$ cat src/rtl/mbox_pair.sv
module mbox_pair #(
  parameter int NCH = 4,
  parameter int AW  = 6
) (
  input  logic          clk,
  input  logic          rst_n,
  input  logic          a_wr,
  input  logic          a_rd,
  input  logic [AW-1:0] a_addr,
  input  logic [31:0]   a_wdata,
  output logic [31:0]   a_rdata,
  output logic          a_irq,
  input  logic          b_wr,
  input  logic          b_rd,
  input  logic [AW-1:0] b_addr,
  input  logic [31:0]   b_wdata,
  output logic [31:0]   b_rdata,
  output logic          b_irq
);
  localparam int DW  = 32;
  localparam int IW  = AW - 2;
  localparam int TXW = 0;
  localparam int RXW = 4;
  localparam int STW = 8;
  localparam int CRW = 9;

  function automatic logic [DW-1:0] ctl_mask();
    logic [DW-1:0] m = 'h7;
    for (int n = 0; n < NCH; n++) begin
      m[31-n] = 1'b1;
      m[27-n] = 1'b1;
      m[23-n] = 1'b1;
    end
    return m;
  endfunction
  localparam logic [DW-1:0] CMASK = ctl_mask();

  logic [1:0]          wr, rd, ok, st_wr, cr_wr, irq;
  logic [1:0][IW-1:0]  widx;
  logic [1:0][DW-1:0]  wdata, rdata, ctl, stat;
  logic [1:0][NCH-1:0] full, gp, tx_wr, rx_rd, gie, rie, tie;
  logic [DW-1:0]       msg [2][NCH];

  assign wr    = {b_wr, a_wr};
  assign rd    = {b_rd, a_rd};
  assign wdata = {b_wdata, a_wdata};
  assign widx  = {b_addr[AW-1:2], a_addr[AW-1:2]};
  assign ok    = {b_addr[1:0] == 2'b00, a_addr[1:0] == 2'b00};
  assign a_rdata = rdata[0];
  assign b_rdata = rdata[1];
  assign a_irq   = irq[0];
  assign b_irq   = irq[1];

  for (genvar s = 0; s < 2; s++) begin : g_side
    assign st_wr[s] = wr[s] && ok[s] && widx[s] == IW'(STW);
    assign cr_wr[s] = wr[s] && ok[s] && widx[s] == IW'(CRW);
    for (genvar n = 0; n < NCH; n++) begin : g_ch
      assign tx_wr[s][n] = wr[s] && ok[s] && widx[s] == IW'(TXW + n);
      assign rx_rd[s][n] = rd[s] && ok[s] && widx[s] == IW'(RXW + n);
      assign gie[s][n]   = ctl[s][31-n];
      assign rie[s][n]   = ctl[s][27-n];
      assign tie[s][n]   = ctl[s][23-n];
    end

    always_comb begin
      stat[s] = '0;
      for (int n = 0; n < NCH; n++) begin
        stat[s][31-n] = gp[s][n];
        stat[s][27-n] = full[1-s][n];
        stat[s][23-n] = ~full[s][n];
      end
      stat[s][2:0] = ctl[1-s][2:0];
    end

    always_comb begin
      rdata[s] = '0;
      if (ok[s]) begin
        for (int n = 0; n < NCH; n++) begin
          if (widx[s] == IW'(TXW + n)) rdata[s] = msg[s][n];
          if (widx[s] == IW'(RXW + n)) rdata[s] = msg[1-s][n];
        end
        if (widx[s] == IW'(STW)) rdata[s] = stat[s];
        if (widx[s] == IW'(CRW)) rdata[s] = ctl[s];
      end
    end

    assign irq[s] = |(full[1-s] & rie[s]) | |(~full[s] & tie[s]) | |(gp[s] & gie[s]);
  end

  always_ff @(posedge clk or negedge rst_n) begin
    if (!rst_n) begin
      full <= '0;
      gp   <= '0;
      ctl  <= '0;
      for (int s = 0; s < 2; s++)
        for (int n = 0; n < NCH; n++) msg[s][n] <= '0;
    end else begin
      for (int s = 0; s < 2; s++) begin
        if (cr_wr[s]) ctl[s] <= wdata[s] & CMASK;
        for (int n = 0; n < NCH; n++) begin
          if (st_wr[s] && wdata[s][31-n]) gp[s][n] <= 1'b0;
          if (rx_rd[s][n]) full[1-s][n] <= 1'b0;
        end
      end
      for (int s = 0; s < 2; s++) begin
        for (int n = 0; n < NCH; n++) begin
          if (cr_wr[1-s] && wdata[1-s][19-n]) gp[s][n] <= 1'b1;
          if (tx_wr[s][n] && !full[s][n]) begin
            full[s][n] <= 1'b1;
            msg[s][n]  <= wdata[s];
          end
        end
      end
    end
  end

  for (genvar s = 0; s < 2; s++) begin : g_chk
    for (genvar n = 0; n < NCH; n++) begin : g_chn
      p_tx_load_r3: assert property (@(posedge clk) disable iff (!rst_n)
        tx_wr[s][n] && !full[s][n] |=> full[s][n] && msg[s][n] == $past(wdata[s]));
      p_rd_frees_r4: assert property (@(posedge clk) disable iff (!rst_n)
        rx_rd[1-s][n] && full[s][n] |=> !full[s][n]);
      p_drop_full_r5: assert property (@(posedge clk) disable iff (!rst_n)
        tx_wr[s][n] && full[s][n] |=> $stable(msg[s][n]));
      p_gen_req_r7: assert property (@(posedge clk) disable iff (!rst_n)
        cr_wr[s] && wdata[s][19-n] |=> gp[1-s][n]);
      p_gen_clr_r8: assert property (@(posedge clk) disable iff (!rst_n)
        st_wr[s] && wdata[s][31-n] && !(cr_wr[1-s] && wdata[1-s][19-n]) |=> !gp[s][n]);
      p_empty_rd_r11: assert property (@(posedge clk) disable iff (!rst_n)
        rx_rd[1-s][n] && !full[s][n] && !tx_wr[s][n] |=> !full[s][n]);
    end
  end
endmodule

$ cat config.mk
export PLATFORM = sky130hd
export DESIGN_NAME = mbox_pair
export DESIGN_NICKNAME = d
export VERILOG_FILES = /design/src/rtl/mbox_pair.sv
export SDC_FILE = /design/constraint.sdc
export NUM_CORES = 1
export LEC_CHECK = 0
export BUFFER_PORTS_ARGS = -buffer_cell sky130_fd_sc_hd__buf_2
export CORE_MARGIN = 3
export CORE_UTILIZATION = 40
export CTS_BUF_LIST = sky130_fd_sc_hd__clkbuf_4 sky130_fd_sc_hd__clkbuf_8
export DETAILED_ROUTE_END_ITERATION = 8
export GPL_TIMING_DRIVEN = 0
export PLACE_DENSITY = 0.64
export SLEW_MARGIN = 5
export SYNTH_ARGS = -nofsm -noshare
export SYNTH_HDL_FRONTEND = slang
export SYNTH_SLANG_ARGS = --single-unit
$ cat constraint.sdc
create_clock -name clk -period 5.07 [get_ports clk]
set_clock_uncertainty 0.05 [all_clocks]
set_input_delay 1.521 -clock clk [delete_from_list [all_inputs] [get_ports clk]]
set_output_delay 1.521 -clock clk [all_outputs]
set_load 0.01 [all_outputs]
==> summary.txt <==
Timing
  • Final Critical Period: roughly 5.2 ns
  • Max-slew violations: 0
  • Peak Freq: between 150 and 200 MHz
  • Hold slack: about 0.47 ns
  • Final Hold Fails: 0
  • Period Utilization, post-route: 103%
  • Least-Margin Pin Slew: roughly 1.1 ns
  • RSZ-0062 raised after global routing: yes
  • Setup-failing EPs final: 16
  • Relative slew slack: between 20 and 30%
  • Post-route setup slack: -0.142 ns

Finish
  • Fin cells: around 2500
  • Layout cells sized above 1: 38.6%
  • Filler Cell Count: ~4000
  • Final instance area: 20800 um^2
  • Nets@finish: slightly below 2000
  • Area Growth Syn to Fin: 20.2%
  • Util after Layout: 49.1%

Placement
  • Area post-placement: ~19000 um^2
  • Placed insts: around 2400
  • Placed wire-length estimate: around 61000 um
  • Final RePlAce weighted congestion: 1.01
  • Port Buffers: around 150

Clocking
  • Worst-path clk slew: 0.06 ns
  • Number of CTS-inserted buffers: 55
  • Hold-fix buffers, CTS: 0
  • H-tree depth: 2
  • Clock Sinks: approximately 300
  • Worst-Skew Late Latency: slightly below 0.7 ns
  • Clk buf depth: 3
  • CTS tree: built
  • Root buf cell: clkbuf_8

Setup path
  • Crit start category: input pin
  • R2R Setup Slk: ~2.6 ns
  • Reg2reg path depth: 3
  • Worst path bufs/invs: 5
  • Crit Path Category: input pin to output port
  • CP cell instances: buf_2 > buf_4 > buf_4 > nor2_2 > clkbuf_4 > nand2_1 > a21oi_1 > o21ai_2 > a31oi_1 > buf_2
  • Data arrival, critical path: around 3.6 ns
  • CP max stage cell: nor2_2
  • Top Family by Delay on Critical Path: buffers and inverters
  • Crit. End Element: output port
  • Crit path depth: 10
  • CP required: around 3.5 ns
  • Crit Path Max Fanout: 10
  • CP max stage delay: between 0.4 and 0.5 ns

Power and ir drop
  • Total power: 0.00699 W
  • Leakage: between 9 and 10 nW
  • Peak supply drop: 192 uV
  • Power density cells: ~340 nW/um^2

Drt
  • Post-Route WL: ~86000 um
  • Routed length per instance: 34.1 um
  • Drt pass-1 iters: 6
  • Residual DRC count: 0
  • Post-route ant nets: 0
  • Via/cell ratio: 6.61
  • Via count: about 17000
  • Initial DRC count: approximately 2500

Floorplan
  • Row cnt: 75
  • Die X-Extent: roughly 210 um
  • Boundary Pins: 148
  • Starting density of the core: around two fifths
  • Die footprint: between 40000 and 50000 um^2
  • Core Area: roughly 42000 um^2
  • Die H: roughly 210 um

Synthesis
  • Main flop type after synthesis: dfrtp_1
  • Syn Nets: around 1800
  • Yosys reg bits: roughly 300
  • Yosys cell types: 65
  • Seq/Total Area, Yosys: about 44%
  • Synth Cell Area: 17300 um^2
  • Ys Warns: 0
  • Number of enable flip-flop cells after synthesis: 0
  • Cells after synthesis: around 1700
  • FFs w/ async S/R, synth: 100%
  • Mean Syn Cell Area: slightly above 10 um^2

Status
  • Status: finished, violations left
  • Violated checks: negative setup slack

Job
  • Max_cap viols: 0

Global route
  • First-pass GRT wire length: 121000 um
  • Initial antenna violation count: 4
  • Vias in the first global route: ~16000
  • All-Layer GR Usage: about 36%
  • GR Overflow Total: 0
  • Largest net degree at the start of global routing: 94

Worst hold path
  • Hold depth: 2
  • Hold/Removal Path Class: flip-flop to flip-flop
-- path summary, 6_finish.rpt --
kind                            from          end
max                        a_addr[4]  a_rdata[22]
max reg2reg                  full[3]     msg[148]
min in group asynchronous      rst_n     msg[122]
max in group asynchronous      rst_n      msg[47]
min                          ctl[28]      ctl[28]
min reg2reg                  ctl[28]      ctl[28]
-- synth_stat cells (all sizes together) (5+ instances only) --
library cell  count  share of area (%)
a2111oi           6               0.30
a211oi           12               0.52
a21o              5               0.22
a21oi           130                3.8
a221oi           25                1.3
a22o             14               0.71
a22oi            34                1.5
a2bb2oi           7               0.35
a31oi             8               0.29
a32o             12               0.69
buf              63                2.4
clkbuf           79                1.7
dfrtp           302                 44
inv              28               0.61
mux2            295                 20
mux2i            31                1.8
mux4              7               0.91
nand2           172                3.7
nand2b           13               0.47
nand3            35                1.0
nor2             91                2.0
nor2b            22               0.79
nor3             12               0.44
nor4              8               0.29
o2111a            8               0.52
o211ai            9               0.39
o21a             15               0.65
o21ai           106                3.1
o221ai           14               0.71
o22ai            46                1.7
o2bb2ai          10               0.51
or3              11               0.40
-- per-stage QoR --
step                      setup TNS (ns)  worst slack, ns
final                             -0.681           -0.142
after detailed placement          -59.26            -1.53
after global placement          -1057.76            -3.34
after CTS                         -0.107          -0.0536
after global routing              -0.573           -0.105
after floorplan                        0            0.337
-- routing by layer --
metal  global-route usage [%]  up-vias  share of wire [%]
met4                     21.3        0                6.7
met2                     54.1     1258                 43
li1                         -     6660                  -
met3                     9.13      331                 11
met5                        0        -                  0
met1                     48.2     8322                 39
-- cells by family after synthesis --
family | after synthesis | share of synthesized area [%]
AOI/OAI and AO/OA | 482 | 18.2
buffers and inverters | 171 | 4.72
DFF | 302 | 43.6
muxes | 333 | 23.1
and+or+nand+nor | 392 | 10.4
-- power by group --
group          switching [W]  leakage, nW  internal, W
Clock                0.00116        0.641      0.00141
Sequential          0.000377         3.99      0.00274
Combinational       0.000724         4.98     0.000576
Total                0.00226         9.61      0.00473
-- state kept, by name, summed over array words and instances, names as in the netlist --
signal / count
ctl: 30
full: 8
gp: 8
msg: 256
-- layout make-up --
type / count / area [um^2] / share of cell area [%]
timing repair buffer: 153 / 851 / 4.08
multi-input combinational: 1207 / 9330 / 44.8
clock inverter: 12 / 111 / 0.534
inverter: 29 / 111 / 0.534
antenna: 5 / 12.5 / 0.0600
buffer: 135 / 1060 / 5.07
sequential: 302 / 7560 / 36.3
tap: 577 / 722 / 3.46
clock buffer: 86 / 1080 / 5.20
-- worst register-to-register path, stage by stage, from the launching register on --
cell     delay (ns)
dfrtp_1        0.47
nor3_2         0.90
buf_2          0.53
mux2_2         0.41
-- placed cells by master, fill, tap and decap left out, drive strengths merged, types with 5 or more instances in the layout --
master | Yosys | layout
inv | 28 | 31
mux2 | 295 | 295
a211oi | 12 | 12
nor2b | 22 | 22
a22oi | 34 | 34
a22o | 14 | 14
mux2i | 31 | 31
a32o | 12 | 12
dfrtp | 302 | 302
a2bb2oi | 7 | 7
nand2 | 172 | 172
a221oi | 25 | 25
a2111oi | 6 | 6
diode | 0 | 5
nor2 | 91 | 91
a21oi | 130 | 130
nand2b | 13 | 13
clkbuf | 79 | 149
a31oi | 8 | 8
o21a | 15 | 15
o221ai | 14 | 14
o22ai | 46 | 46
buf | 63 | 225
a21o | 5 | 5
o2111a | 8 | 8
nand3 | 35 | 35
o2bb2ai | 10 | 10
nor4 | 8 | 8
or3 | 11 | 11
mux4 | 7 | 7
nor3 | 12 | 12
clkinv | 1 | 9
o211ai | 9 | 9
o21ai | 106 | 106
-- timing repair --
| item | CTS | global route |
|---|---|---|
| gates resized for setup | 213 | 67 |
| pin swaps | 2 | 5 |
| setup endpoints to repair | 64 | 53 |
| setup buffers | 0 | 2 |
No activity file was read; power rests on OpenSTA's default activity.
